--- src/rtl/usb_ep_pkg.sv ---
package usb_ep_pkg;

    typedef enum logic [1:0] {
        EV_IN_TOKEN  = 2'd0,
        EV_OUT_PKT   = 2'd1,
        EV_SETUP_PKT = 2'd2,
        EV_HOST_ACK  = 2'd3
    } usb_ev_e;

    typedef enum logic [1:0] {
        RSP_ACK   = 2'd0,
        RSP_NAK   = 2'd1,
        RSP_STALL = 2'd2,
        RSP_DATA  = 2'd3
    } usb_rsp_e;

    typedef enum logic [1:0] {
        CMD_NONE,
        CMD_VALIDATE,
        CMD_CLEAR,
        CMD_STATUS
    } cmd_op_e;

    typedef enum logic {
        TX_IDLE,
        TX_AWAIT_ACK
    } txn_state_e;

    // Field order is the status byte layout, bit 7 first.
    typedef struct packed {
        logic stalled;
        logic full_sec;
        logic full_pri;
        logic pid;
        logic overwrite;
        logic setup;
        logic cpu_sel;
        logic rsvd;
    } ep_status_t;

endpackage

--- src/rtl/usb_ep_cmd_dec.sv ---
module usb_ep_cmd_dec
    import usb_ep_pkg::*;
#(
    parameter int              NUM_EP   = 16,
    parameter int              IDX_W    = 4,
    parameter int              CODE_W   = 8,
    parameter logic [CODE_W-1:0] VAL_BASE = 8'h60,
    parameter logic [CODE_W-1:0] CLR_BASE = 8'h70,
    parameter logic [CODE_W-1:0] STS_BASE = 8'hD0,
    parameter int              VAL_SKIP = 0,
    parameter int              CLR_SKIP = 1
) (
    input  logic [CODE_W-1:0] cmd_code,
    output cmd_op_e           op,
    output logic [IDX_W-1:0]  idx
);

    localparam int HI_W = CODE_W - IDX_W;

    logic [HI_W-1:0] hi;
    logic            in_range;

    assign hi       = cmd_code[CODE_W-1:IDX_W];
    assign idx      = cmd_code[IDX_W-1:0];
    assign in_range = (int'(idx) < NUM_EP);

    always_comb begin
        op = CMD_NONE;
        if (in_range) begin
            if (hi == VAL_BASE[CODE_W-1:IDX_W] && idx != IDX_W'(VAL_SKIP)) begin
                op = CMD_VALIDATE;
            end else if (hi == CLR_BASE[CODE_W-1:IDX_W] && idx != IDX_W'(CLR_SKIP)) begin
                op = CMD_CLEAR;
            end else if (hi == STS_BASE[CODE_W-1:IDX_W]) begin
                op = CMD_STATUS;
            end
        end
    end

endmodule

--- src/rtl/usb_ep_slot.sv ---
module usb_ep_slot
    import usb_ep_pkg::*;
(
    input  logic       clk,
    input  logic       rst_n,
    input  logic       dbuf,
    input  logic       cpu_validate,
    input  logic       cpu_clear,
    input  logic       usb_in_done,
    input  logic       usb_out_rx,
    input  logic       usb_setup_rx,
    input  logic       stall_wr,
    input  logic       stall_val,
    output ep_status_t status,
    output logic       usb_full,
    output logic       stalled
);

    logic [1:0] full_q,  full_n;
    logic       cpu_q,   cpu_n;
    logic       usbp_q,  usbp_n;
    logic       pid_q,   pid_n;
    logic       ovw_q,   ovw_n;
    logic       setup_q, setup_n;
    logic       stall_q, stall_n;
    logic       u_sel;
    logic       c_sel;

    assign u_sel = dbuf ? usbp_q : 1'b0;
    assign c_sel = dbuf ? cpu_q  : 1'b0;

    // USB-side effects first, CPU-side after, stall sideband last.
    always_comb begin
        full_n  = full_q;
        cpu_n   = cpu_q;
        usbp_n  = usbp_q;
        pid_n   = pid_q;
        ovw_n   = ovw_q;
        setup_n = setup_q;
        stall_n = stall_q;

        if (usb_in_done) begin
            full_n[u_sel] = 1'b0;
            pid_n         = ~pid_q;
            if (dbuf) usbp_n = ~usbp_q;
        end
        if (usb_out_rx) begin
            full_n[u_sel] = 1'b1;
            pid_n         = ~pid_q;
            if (dbuf) usbp_n = ~usbp_q;
        end
        if (usb_setup_rx) begin
            if (full_q[u_sel]) begin
                ovw_n = 1'b1;
            end else if (dbuf) begin
                usbp_n = ~usbp_q;
            end
            full_n[u_sel] = 1'b1;
            setup_n       = 1'b1;
            pid_n         = 1'b1;
        end

        if (cpu_validate) begin
            full_n[c_sel] = 1'b1;
            if (dbuf) cpu_n = ~cpu_q;
        end
        if (cpu_clear) begin
            full_n[c_sel] = 1'b0;
            setup_n       = 1'b0;
            ovw_n         = 1'b0;
            if (dbuf) cpu_n = ~cpu_q;
        end

        if (stall_wr) begin
            stall_n = stall_val;
            if (!stall_val) pid_n = 1'b0;
        end
    end

    always_ff @(posedge clk) begin
        if (!rst_n) begin
            full_q  <= 2'b00;
            cpu_q   <= 1'b0;
            usbp_q  <= 1'b0;
            pid_q   <= 1'b0;
            ovw_q   <= 1'b0;
            setup_q <= 1'b0;
            stall_q <= 1'b0;
        end else begin
            full_q  <= full_n;
            cpu_q   <= cpu_n;
            usbp_q  <= usbp_n;
            pid_q   <= pid_n;
            ovw_q   <= ovw_n;
            setup_q <= setup_n;
            stall_q <= stall_n;
        end
    end

    always_comb begin
        status.stalled   = stall_q;
        status.full_sec  = full_q[1];
        status.full_pri  = full_q[0];
        status.pid       = pid_q;
        status.overwrite = ovw_q;
        status.setup     = setup_q;
        status.cpu_sel   = cpu_q;
        status.rsvd      = 1'b0;
    end

    assign usb_full = full_q[u_sel];
    assign stalled  = stall_q;

endmodule

--- src/rtl/usb_ep_txn_fsm.sv ---
module usb_ep_txn_fsm
    import usb_ep_pkg::*;
#(
    parameter int IDX_W = 4
) (
    input  logic             clk,
    input  logic             rst_n,
    input  logic             usb_valid,
    input  usb_ev_e          usb_event,
    input  logic [IDX_W-1:0] usb_ep,
    input  logic             tgt_stalled,
    input  logic             tgt_full,
    output logic             in_done,
    output logic             out_rx,
    output logic             setup_rx,
    output logic [IDX_W-1:0] act_ep,
    output logic             resp_valid,
    output usb_rsp_e         resp
);

    txn_state_e       state, state_n;
    logic [IDX_W-1:0] pend_ep, pend_ep_n;
    logic             rsp_v_n;
    usb_rsp_e         rsp_n;
    logic             is_ack;
    logic             is_tok;

    assign is_ack = usb_valid && (usb_event == EV_HOST_ACK);
    assign is_tok = usb_valid && (usb_event != EV_HOST_ACK);

    always_ff @(posedge clk) begin
        if (!rst_n) begin
            state      <= TX_IDLE;
            pend_ep    <= '0;
            resp_valid <= 1'b0;
            resp       <= RSP_ACK;
        end else begin
            state      <= state_n;
            pend_ep    <= pend_ep_n;
            resp_valid <= rsp_v_n;
            resp       <= rsp_n;
        end
    end

    always_comb begin
        state_n   = state;
        pend_ep_n = pend_ep;
        in_done   = 1'b0;
        out_rx    = 1'b0;
        setup_rx  = 1'b0;
        act_ep    = usb_ep;
        rsp_v_n   = 1'b0;
        rsp_n     = RSP_NAK;

        unique case (state)
            TX_IDLE: begin
                state_n = TX_IDLE;
            end
            TX_AWAIT_ACK: begin
                if (is_ack) begin
                    in_done = 1'b1;
                    act_ep  = pend_ep;
                    state_n = TX_IDLE;
                end else if (is_tok) begin
                    state_n = TX_IDLE;
                end
            end
        endcase

        if (is_tok) begin
            rsp_v_n = 1'b1;
            if (tgt_stalled) begin
                rsp_n = RSP_STALL;
            end else begin
                unique case (usb_event)
                    EV_IN_TOKEN: begin
                        if (tgt_full) begin
                            rsp_n     = RSP_DATA;
                            state_n   = TX_AWAIT_ACK;
                            pend_ep_n = usb_ep;
                        end else begin
                            rsp_n = RSP_NAK;
                        end
                    end
                    EV_OUT_PKT: begin
                        if (tgt_full) begin
                            rsp_n = RSP_NAK;
                        end else begin
                            rsp_n  = RSP_ACK;
                            out_rx = 1'b1;
                        end
                    end
                    EV_SETUP_PKT: begin
                        rsp_n    = RSP_ACK;
                        setup_rx = 1'b1;
                    end
                    EV_HOST_ACK: begin
                        rsp_n = RSP_NAK;
                    end
                endcase
            end
        end
    end

endmodule

--- src/rtl/usb_ep_buf_mgr.sv ---
module usb_ep_buf_mgr
    import usb_ep_pkg::*;
#(
    parameter int NUM_EP = 16
) (
    input  logic                      clk,
    input  logic                      rst_n,
    input  logic [NUM_EP-1:0]         dbuf_en,
    input  logic                      cmd_valid,
    input  logic [7:0]                cmd_code,
    output logic                      cmd_rvalid,
    output logic [7:0]                cmd_rdata,
    input  logic                      usb_valid,
    input  logic [1:0]                usb_event,
    input  logic [$clog2(NUM_EP)-1:0] usb_ep,
    output logic                      usb_resp_valid,
    output logic [1:0]                usb_resp,
    input  logic                      stall_wr,
    input  logic [$clog2(NUM_EP)-1:0] stall_ep,
    input  logic                      stall_val
);

    localparam int IDX_W = $clog2(NUM_EP);

    cmd_op_e          dec_op;
    logic [IDX_W-1:0] dec_idx;

    ep_status_t       st [NUM_EP];
    logic [NUM_EP-1:0] usb_full_v;
    logic [NUM_EP-1:0] stall_v;
    logic [NUM_EP-1:0] sel_v;
    logic [NUM_EP-1:0] full2_v;

    logic             in_done, out_rx, setup_rx;
    logic [IDX_W-1:0] act_ep;
    usb_rsp_e         rsp;

    usb_ep_cmd_dec #(
        .NUM_EP (NUM_EP),
        .IDX_W  (IDX_W)
    ) u_dec (
        .cmd_code (cmd_code),
        .op       (dec_op),
        .idx      (dec_idx)
    );

    usb_ep_txn_fsm #(
        .IDX_W (IDX_W)
    ) u_txn (
        .clk         (clk),
        .rst_n       (rst_n),
        .usb_valid   (usb_valid),
        .usb_event   (usb_ev_e'(usb_event)),
        .usb_ep      (usb_ep),
        .tgt_stalled (stall_v[usb_ep]),
        .tgt_full    (usb_full_v[usb_ep]),
        .in_done     (in_done),
        .out_rx      (out_rx),
        .setup_rx    (setup_rx),
        .act_ep      (act_ep),
        .resp_valid  (usb_resp_valid),
        .resp        (rsp)
    );

    assign usb_resp = rsp;

    for (genvar g = 0; g < NUM_EP; g++) begin : g_ep
        logic hit_cmd, hit_usb, hit_stall;
        assign hit_cmd   = cmd_valid && (dec_idx == IDX_W'(g));
        assign hit_usb   = (act_ep == IDX_W'(g));
        assign hit_stall = stall_wr && (stall_ep == IDX_W'(g));

        usb_ep_slot u_slot (
            .clk          (clk),
            .rst_n        (rst_n),
            .dbuf         (dbuf_en[g]),
            .cpu_validate (hit_cmd && dec_op == CMD_VALIDATE),
            .cpu_clear    (hit_cmd && dec_op == CMD_CLEAR),
            .usb_in_done  (hit_usb && in_done),
            .usb_out_rx   (hit_usb && out_rx),
            .usb_setup_rx (hit_usb && setup_rx),
            .stall_wr     (hit_stall),
            .stall_val    (stall_val),
            .status       (st[g]),
            .usb_full     (usb_full_v[g]),
            .stalled      (stall_v[g])
        );

        assign sel_v[g]   = st[g].cpu_sel;
        assign full2_v[g] = st[g].full_sec;
    end

    always_ff @(posedge clk) begin
        if (!rst_n) begin
            cmd_rvalid <= 1'b0;
            cmd_rdata  <= 8'h00;
        end else begin
            cmd_rvalid <= cmd_valid;
            if (cmd_valid) begin
                cmd_rdata <= (dec_op == CMD_STATUS) ? st[dec_idx] : 8'h00;
            end
        end
    end

endmodule

--- config.mk ---
export PLATFORM = sky130hd
export DESIGN_NAME = usb_ep_buf_mgr
export DESIGN_NICKNAME = d
export VERILOG_FILES = /design/src/rtl/usb_ep_pkg.sv /design/src/rtl/usb_ep_cmd_dec.sv /design/src/rtl/usb_ep_slot.sv /design/src/rtl/usb_ep_txn_fsm.sv /design/src/rtl/usb_ep_buf_mgr.sv
export SDC_FILE = /design/constraint.sdc
export NUM_CORES = 1
export LEC_CHECK = 0
export BUFFER_PORTS_ARGS = -buffer_cell sky130_fd_sc_hd__buf_2
export CAP_MARGIN = 20
export CORE_MARGIN = 1.5
export CORE_UTILIZATION = 30
export CTS_CLUSTER_SIZE = 28
export DETAILED_ROUTE_END_ITERATION = 6
export GPL_ROUTABILITY_DRIVEN = 0
export PLACE_DENSITY = 0.51
export SLEW_MARGIN = 20
export SYNTH_ARGS = -nofsm -noshare
export SYNTH_HDL_FRONTEND = slang
export SYNTH_HIERARCHICAL = 1
export SYNTH_SLANG_ARGS = --single-unit
--- constraint.sdc ---
create_clock -name clk -period 3.7 [get_ports clk]
set_input_delay 0.37 -clock clk [delete_from_list [all_inputs] [get_ports clk]]
set_output_delay 0.37 -clock clk [all_outputs]
set_load 0.05 [all_outputs]
# == Word level (Yosys, flattened, before mapping) ==
# Cells that the tools add are included.
# word_totals
word_cells,1091
regBits,145
in_bits,40
output_inout_bits,12
ram_bits,0
mem_bits_ro,0
latch_bits,0
n_memories,0
# op_classes
add_sub_neg,0
multipliers,0
mux,499
reduce_logical,187
n_div,0
eq_ne,56
shift,0
n_lt_le_gt_ge,66
n_bitwise,164
# ops
op,n
$mux W1,372
$mux W2,85
$logic_and A1 B1 Y1,148
$eq A4 B4 Y1 const B,25
$or A2 B2 Y2,48
$and A2 B2 Y2,32
$lt A1 B2 Y1 const B,32
$not A2 Y2,32
$eq A4 B3 Y1 const B,14
$not A1 Y1,51
$reduce_and A2 Y1,17
$bmux W8 S4,1
$demux W1 S1,32
$ge A1 B1 Y1 const B,32
$reduce_or A2 Y1,16
$eq A4 B2 Y1 const B,6
$mux W8,3
$eq A4 B1 Y1 const B,3
$logic_not A4 Y1,3
$bmux W1 S4,2
$eq A2 B2 Y1 const B,4
$mux W4,2
$pmux W2 S4,1
$ge A5 B5 Y1 const B,1
9 further kinds,10

# == Logic depth before layout (Yosys ltp) ==
# Gate-level depths: netlist of run 1.
# logic_depth
word_depth,17
mapped_depth,11
ltp_nobuf,11

# == Modules after synthesis ==
# Netlist of run 1, hierarchy kept.
# modules_own_cells
module,seq_area_each_um2,cells_each,area_each_um2,n_inst
usb_ep_slot (g_ep[2].u_slot ...),160.2,53,454.2,8
usb_ep_slot (g_ep[0].u_slot ...),160.2,56,446.7,7
usb_ep_buf_mgr,180.2,268,2190.9,1
usb_ep_slot (g_ep[11].u_slot),160.2,55,447.9,1
usb_ep_txn_fsm,160.2,41,415.4,1
usb_ep_cmd_dec,0.0,11,96.3,1

# == Least setup slack after synthesis of run 1 ==
# No wires, ideal clock.
# synth_path
path_type,input to register
from,in dbuf_en[3]
to,reg g_ep[9].u_slot.pid_q
stages,11
path_buffers,0
required_ns,3.630
setup_ns,0.070
arrival_ns,3.020
slack_ns,0.610
cell_sequence,ha_1 -> mux2_4 -> mux4_2 -> mux4_2 -> nor2b_1 -> nor3b_1 -> nand2_1 -> nor2_1 -> nor2_1 -> xor2_1 -> a21oi_1
# synth_between
elab_chain_len,14
# synth_lines
item,line,text
from (decl),usb_ep_buf_mgr.sv:8,"input logic [NUM_EP-1:0] dbuf_en,"
$mux W1 *,usb_ep_slot.sv:29,assign u_sel = dbuf ? usbp_q : 1'b0;
$mux W1 (not written as such) * (2 in a row),usb_ep_slot.sv:111,assign usb_full = full_q[u_sel];
net usb_full_v[3],usb_ep_buf_mgr.sv:29,logic [NUM_EP-1:0] usb_full_v;
$bmux W1 S4 *,usb_ep_buf_mgr.sv:56,".tgt_full (usb_full_v[usb_ep]),"
$mux W1 (not written as such) *,usb_ep_buf_mgr.sv:56,
$mux W1 *,usb_ep_txn_fsm.sv:86,if (tgt_full) begin
$mux W1 *,usb_ep_txn_fsm.sv:75,unique case (usb_event)
$mux W1 *,usb_ep_txn_fsm.sv:72,if (tgt_stalled) begin
$mux W1 *,usb_ep_txn_fsm.sv:70,if (is_tok) begin
net out_rx,usb_ep_buf_mgr.sv:34,"logic in_done, out_rx, setup_rx;"
$logic_and A1 B1 Y1 *,usb_ep_buf_mgr.sv:80,".usb_out_rx (hit_usb && out_rx),"
$mux W1 *,usb_ep_slot.sv:47,if (usb_out_rx) begin
$mux W1 *,usb_ep_slot.sv:52,if (usb_setup_rx) begin
$mux W1,usb_ep_slot.sv:76,if (!stall_val) pid_n = 1'b0;
$mux W1 *,usb_ep_slot.sv:74,if (stall_wr) begin
to (signal assigned),usb_ep_slot.sv:93,pid_q <= pid_n;
to (decl),usb_ep_slot.sv:22,"logic pid_q, pid_n;"
# Mark *: on every way through the listed nets, which the timed path passes. The rest lies on a longest branch. The select of a mux whose other input is x is not followed.
# A chain may end at the register's enable or synchronous reset.

# == Worst setup path in the final report of run 1 ==
# layout_path
from,reg g_ep[4].u_slot.usbp_q
to,reg g_ep[14].u_slot.usbp_q
# layout_between
elab_chain_len,14
# layout_lines
item,line,text
from (decl),usb_ep_slot.sv:21,"logic usbp_q, usbp_n;"
from (signal assigned),usb_ep_slot.sv:92,usbp_q <= usbp_n;
$mux W1 *,usb_ep_slot.sv:29,
$mux W1 (not written as such) * (2 in a row),usb_ep_slot.sv:111,
net usb_full_v[4],usb_ep_buf_mgr.sv:29,
$bmux W1 S4 *,usb_ep_buf_mgr.sv:56,
$mux W1 (not written as such) *,usb_ep_buf_mgr.sv:56,
$mux W1 *,usb_ep_txn_fsm.sv:86,
$mux W1 *,usb_ep_txn_fsm.sv:75,
$mux W1 *,usb_ep_txn_fsm.sv:72,
$mux W1 *,usb_ep_txn_fsm.sv:70,
net out_rx,usb_ep_buf_mgr.sv:34,
$logic_and A1 B1 Y1 *,usb_ep_buf_mgr.sv:80,
$mux W1 *,usb_ep_slot.sv:47,
$mux W1,usb_ep_slot.sv:55,end else if (dbuf) begin
$mux W1,usb_ep_slot.sv:53,if (full_q[u_sel]) begin
$mux W1 *,usb_ep_slot.sv:52,
to (signal assigned),usb_ep_slot.sv:92,
to (decl),usb_ep_slot.sv:21,
# Marks and branches as above.

==> results.py, run 1 <==
metrics = {
    "yosys": {
        "synth_edf_count": 0,
        "ys_ff_latch": 145,
        "synth_ff_type": "dfxtp_1",
        "async_reset_ff_share_pct": 0,
        "seq_area_frac_synth_pct": 29.3,
        "synth_area_um2": 9910,
        "synth_area_per_cell_um2": 8.32,
        "syn-num-nets": 1263,
        "syn_inst": 1191,
        "synth.distinct_cells": 53,
        "synth_warnings": 6,
    },
    "grt": {
        "grt_max_degree": 79,
        "gr-usage-met1_pct": 23.9,
        "grtUsageTotal_pct": 16.9,
        "antenna_found_initial": 0,
        "busiest_layer": "met2",
        "grt_util_met2_pct": 26.6,
        "first_global_vias": 7650,
        "use_met3_pct": 2.61,
        "grt_overflow": 0,
        "grt_pass1_wl_mm": 43.6,
    },
    "die": {
        "initial_utilization_pct": 30.5,
        "die_height_um": 185,
        "core_um2": 32500,
        "rows": 66,
        "ios": 52,
        "die_area_um2": 34100,
        "die_width_um": 185,
    },
    "timing": {
        "finClkSkew_ns": 0.00931,
        "fin_tns_setup_ns": 0,
        "finalCritPeriodShare_pct": 94.6,
        "hold_violations": 0,
        "tightest_slew_ns": 0.748,
        "max_slew_margin_pct": 50.1,
        "rsz0062_at_grt": "true",
        "report.final.slew_viol_count": 0,
        "setup_ws_ns": 0.198,
        "fmax_ghz": 0.286,
        "setup-violations-final": 0,
        "period_needed_ns": 3.50,
        "holdWs_ns": 0.251,
    },
    "pwr": {
        "power.leakage_nw": 4.00,
        "internal_power_mw": 2.80,
        "p_sw_mw": 0.913,
        "p_sw_share_pct": 24.6,
        "p_clk_share_pct": 48.7,
        "vdd_drop_max_uv": 295,
        "power_mw": 3.71,
        "power.density_nw_per_um2": 349,
        "p_seq_share_pct": 42.7,
        "combPwrFrac_pct": 8.6,
    },
    "setup_path": {
        "r2r_setup_slack_ns": 0.20,
        "timing.rr.start": "g_ep[4].u_slot/usbp_q",
        "worstSetupPathType": "reg -> reg",
        "cp.required_ns": 4.06,
        "crit_fanout": 5,
        "worst_setup_path_start_kind": "flop",
        "worst_setup_path_end_kind": "flop",
        "cp-startpoint": "g_ep[4].u_slot/usbp_q",
        "cp_data_arrival_time_ns": 3.86,
    },
    "clocking": {
        "clk-insertion-delay-late_ns": 0.43,
        "post-cts-setup-buffer-count": 0,
        "postCtsResizedCells": 0,
        "clkTransAtPathRegs_ns": 0.06,
        "cts_sinks": 145,
        "clockBufferDepth": 2,
        "hold_buffers": 0,
        "cts_made_buffers": 17,
        "cts_tree": "built",
        "h-tree-depth": 4,
        "cts_root_buf": "clkbuf_16",
    },
    "final_layout": {
        "fillers": 3465,
        "utilization_pct": 32.7,
        "layout.nets": 1229,
        "multi_input_area_um2": 5890,
        "drive_gt1_share_pct": 17.1,
        "antenna_cells": 0,
        "register_area_um2": 2900,
        "area_growth_pct": 7.36,
    },
    "run_status": {
        "outcome": "finished, final reports clean",
    },
    "placement": {
        "port_buffers": 51,
        "pre_cts_ws_ns": 0.0597,
        "dp_hpwl_mm": 21.3,
    },
    "hold_path": {
        "holdCritStartpoint": "usb_ep[3]",
        "hold_path_class": "in -> reg",
    },
    "routing": {
        "drtPass1Iterations": 5,
        "antenna_left": 0,
        "detail_route.iter0.violations": 707,
        "wl_per_cell_um": 17.6,
        "drc": 0,
        "vias_per_cell": 5.01,
        "via_count": 8071,
        "drt_wl_total_mm": 28.3,
    },
    "job": {
        "drv_cap": 0,
    },
}
[final timing paths]
path	endpoint	depth (start not counted)
worst max-delay path	g_ep[14].u_slot/usbp_q	12
worst min-delay path	u_txn/pend_ep[3]	3
worst max register to register	g_ep[14].u_slot/usbp_q	12
worst min register to register	u_txn/pend_ep[0]	2
[metrics by stage]
| stage | area, um2 | cells |
|---|---|---|
| after floorplan | 9910 | 1191 |
| after global placement | 10000 | 1580 |
| after detailed placement | 10000 | 1580 |
| after CTS | 10600 | 1611 |
| after global routing | 10600 | 1611 |
| final | 10600 | 1611 |
[power by group through the flow]
stage / sequential (mW) / combinational [mW] / clock [mW]
2_1_floorplan: 1.62 / 0.212 / 0
3_3_place_gp: 1.62 / 0.313 / 0
3_5_place_dp: 1.62 / 0.315 / 0
4_1_cts: 1.59 / 0.316 / 1.84
5_1_grt: 1.59 / 0.348 / 1.91
6_report: 1.59 / 0.318 / 1.81
[layout by cell type (no fill, tap or decap), types with 23 or more instances in the layout]
cell type    n
inv_1       57
nor2_1     183
nand3_1     32
ha_1        32
a21oi_1     32
dfxtp_1    145
nand2b_1    28
a31oi_1     23
buf_2       50
mux2i_1     36
nand2_1    137
buf_4       27
o21ai_0     63
nor2b_1     32
mux4_2      23
[cell families (layout without fill, tap and decap cells)]
logic type / Yosys count / in the layout / share of synthesized area [%]
AND/OR/NAND/NOR: 475 / 475 / 22.0
AO/OA/AOI/OAI: 228 / 228 / 16.4
buffers and inverters: 189 / 167 / 11.4
flip-flops: 145 / 145 / 29.3
multiplexers: 98 / 98 / 15.6
adder cells (fa/ha/maj): 32 / 32 / 4.04
other: 16 / 16 / 0.606
XOR/XNOR: 8 / 8 / 0.707
[cell type report]
class,count,share of cell area (%)
Clock inverter,9,1.23
Inverter,58,2.05
Tap cell,442,5.20
Sequential cell,145,27.3
Clock buffer,22,4.46
Timing Repair Buffer,78,4.44
Multi-Input combinational cell,857,55.3
[Yosys cell counts, types with 9 or more instances]
master | count | area, um2
a221o_1 | 16 | 160
o21a_1 | 11 | 82.6
inv_1 | 57 | 214
nor2_1 | 186 | 698
nor2b_1 | 32 | 200
ha_1 | 32 | 400
nand2b_1 | 28 | 175
nand2_1 | 137 | 514
mux4_1 | 11 | 289
mux4_2 | 23 | 518
a21oi_1 | 32 | 160
mux2_2 | 12 | 135
dfxtp_1 | 145 | 2900
o21bai_1 | 16 | 120
clkbuf_1 | 21 | 78.8
a31oi_1 | 23 | 144
and3_1 | 17 | 106
o211ai_1 | 16 | 120
buf_4 | 102 | 766
a221oi_1 | 9 | 78.8
mux2_4 | 16 | 240
o21ai_0 | 63 | 315
mux2i_1 | 36 | 360
conb_1 | 16 | 60.1
a22oi_1 | 15 | 113
nand3_1 | 32 | 160
[routing by layer]
layer / up-vias / share of wire, %
li1: 3994 / -
met1: 3870 / 50
met2: 183 / 45
met3: 24 / 3.9
met4: 0 / 1.5
met5: - / 0
[worst max-delay path: stages, from the launching register on]
cell,delay [ns]
dfxtp_1,0.36
ha_1,0.25
mux2_4,0.36
mux4_2,0.51
mux4_2,0.48
nor2b_1,0.14
nor3b_1,0.22
buf_4,0.18
nand3_1,0.19
nor2_1,0.36
nand2_1,0.11
o21ai_2,0.08
mux2i_1,0.19
[registers in the layout, indices dropped and copies added (netlist names)]
name / cells
u_txn/pend_ep: 4
g_ep.u_slot/setup_q: 16
cmd_rvalid: 1
g_ep.u_slot/stalled: 16
g_ep.u_slot/usbp_q: 16
cmd_rdata: 8
u_txn/resp_valid: 1
u_txn/resp: 2
g_ep.u_slot/ovw_q: 16
g_ep.u_slot/pid_q: 16
u_txn/state: 1
g_ep.u_slot/full_q: 32
g_ep.u_slot/cpu_q: 16
No activity file was read; power rests on OpenSTA's default activity.
==> run 2, diff against run 1 <==
--- a/config.mk
+++ b/config.mk
@@ -9,10 +9,11 @@
 export CAP_MARGIN = 20
 export CORE_MARGIN = 1.5
 export CORE_UTILIZATION = 30
-export CTS_CLUSTER_SIZE = 28
+export CTS_CLUSTER_SIZE = 8
 export DETAILED_ROUTE_END_ITERATION = 6
 export GPL_ROUTABILITY_DRIVEN = 0
 export PLACE_DENSITY = 0.51
+export SKIP_CTS_REPAIR_TIMING = 1
 export SLEW_MARGIN = 20
 export SYNTH_ARGS = -nofsm -noshare
 export SYNTH_HDL_FRONTEND = slang
==> constraint.sdc (replaced) <==
create_clock -name clk -period 3.5 [get_ports clk]
set_input_delay 0.35 -clock clk [delete_from_list [all_inputs] [get_ports clk]]
set_output_delay 0.35 -clock clk [all_outputs]
set_load 0.05 [all_outputs]
==> run 2 against run 1 <==
Effect of this change: flip-flop and latch count did not move; largest power group unchanged; critical path depth rose by 1; maximum frequency rose by 5.4%; largest cell class unchanged; clock power rose by 8%.
==> results.py, run 2 (synthesized netlist as in run 1, its figures left out) <==
metrics = {
    "setup_path": {
        "worst_setup_path_start_kind": "flop",
        "max_stage_delay_ns": 0.50,
        "crit_buf_inv": 2,
        "worst_setup_path_end_kind": "flop",
        "worstSetupPathType": "reg -> reg",
        "crit_fanout": 5,
        "cp.required_ns": 3.81,
        "crit_path_top_delay_cell": "mux4_2",
        "cp_data_arrival_time_ns": 3.63,
        "path_delay_family": "multiplexers",
        "crit_chain": "ha_2 > mux2_4 > mux4_2 > mux4_2 > nor2b_1 > nor3b_2 > buf_4 > nand2_1 > nor2_1 > buf_4 > o21ai_0 > a21oi_1 > nor2_1",
    },
    "final_layout": {
        "final_cell_area_um2": 10900,
        "drive_gt1_share_pct": 19.8,
        "layout.nets": 1253,
        "register_area_um2": 2900,
        "layout_common_cells": "nor2_1, dfxtp_1, nand2_1",
        "fillers": 3437,
        "multi_input_area_um2": 5930,
        "top_register": "g_ep.u_slot/full_q",
        "antenna_cells": 0,
        "area_growth_pct": 9.53,
        "largest_reg_flops": 32,
        "utilization_pct": 33.4,
        "final_common_cell": "nor2_1",
    },
    "die": {
        "core_um2": 32500,
        "ios": 52,
        "rows": 66,
        "die_area_um2": 34100,
        "die_width_um": 185,
        "initial_utilization_pct": 30.5,
        "die_height_um": 185,
    },
    "pwr": {
        "vdd_drop_max_uv": 283,
        "power.leakage_nw": 4.11,
        "power_mw": 3.98,
        "power.density_nw_per_um2": 366,
    },
    "routing": {
        "via_count": 8200,
        "wl_per_cell_um": 17.5,
        "drtPass1Iterations": 5,
        "drc": 0,
        "detail_route.iter0.violations": 570,
        "antenna_left": 0,
        "drt_wl_total_mm": 28.6,
        "vias_per_cell": 5.01,
    },
    "clocking": {
        "cts_tree": "built",
        "clk-insertion-delay-late_ns": 0.44,
        "cts_made_buffers": 17,
        "cts_sinks": 145,
        "clockBufferDepth": 2,
        "h-tree-depth": 4,
        "cts_root_buf": "clkbuf_16",
        "clkTransAtPathRegs_ns": 0.07,
    },
    "placement": {
        "dp_hpwl_mm": 22.0,
        "placed_cell_area_um2": 10200,
        "port_buffers": 51,
    },
    "timing": {
        "max_slew_margin_pct": 50.0,
        "period_needed_ns": 3.32,
        "finalCritPeriodShare_pct": 94.9,
        "setup-violations-final": 0,
        "tightest_slew_ns": 0.748,
        "holdWs_ns": 0.250,
        "fmax_ghz": 0.301,
        "hold_violations": 0,
        "rsz0062_at_grt": "false",
        "finClkSkew_ns": 0.0144,
        "report.final.slew_viol_count": 0,
        "fin_tns_setup_ns": 0,
    },
    "grt": {
        "grt_overflow": 0,
        "first_global_vias": 7717,
        "grtUsageTotal_pct": 17.2,
        "grt_pass1_wl_mm": 44.5,
        "antenna_found_initial": 0,
        "grt_max_degree": 66,
    },
    "hold_path": {
        "hold_path_class": "in -> reg",
    },
    "run_status": {
        "outcome": "finished, final reports clean",
    },
    "job": {
        "drv_cap": 0,
    },
}
run 2: changes by cell type in the layout (fill, tap and decap cells not counted), moves of 3 or more:
cell    change
nor2_1      -3
ha_2        +6
buf_4      +25
ha_1        -6
inv_6       +5
run 2: report_power, final:
part,switching (mW),total [mW],internal [mW],leakage [nW]
clock,0.798,1.95,1.15,0.288
combinational,0.225,0.350,0.125,2.66
sequential,0.0113,1.68,1.66,1.17
run 2: final timing paths:
check | end | slack, ns | cells after the start | start
min | u_txn/pend_ep[2] | 0.25 | 3 | usb_ep[2]
max | g_ep[11].u_slot/pid_q | 0.18 | 13 | g_ep[13].u_slot/usbp_q
max reg2reg | g_ep[11].u_slot/pid_q | 0.18 | 13 | g_ep[13].u_slot/usbp_q
min reg2reg | u_txn/pend_ep[2] | 0.47 | 2 | u_txn/pend_ep[2]
run 2: final cells by class:
| type | instances | area share, % |
|---|---|---|
| sequential | 145 | 26.7 |
| clock buffer | 19 | 4.08 |
| timing repair buffer | 102 | 5.90 |
| tap | 442 | 5.09 |
| clock inverter | 13 | 1.59 |
| multi-input combinational | 857 | 54.6 |
| inverter | 58 | 2.01 |
run 2: metrics by stage:
| stage | worst slack (ns) | std cells |
|---|---|---|
| final | 0.178 | 1636 |
| after global routing | 0.0155 | 1636 |
| after CTS | 0.0321 | 1636 |
| after detailed placement | -0.0774 | 1604 |
| after global placement | 0.0459 | 1604 |
| after floorplan | 0.430 | 1191 |
run 2: tightest hold or removal path, delay by kind of cell:
kind | cells | cell delay [ns]
muxes | 1 | 0.06
buffers and inverters | 1 | 0.15
and+or+nand+nor | 1 | 0.07
run 2: routing by layer:
layer | global-route usage (%) | up-vias | wire, um
li1 | - | 4044 | -
met1 | 24.5 | 3923 | 14100
met2 | 26.6 | 201 | 12500
met3 | 2.98 | 32 | 1520
met4 | 4.85 | 0 | 538
met5 | 0 | - | 0
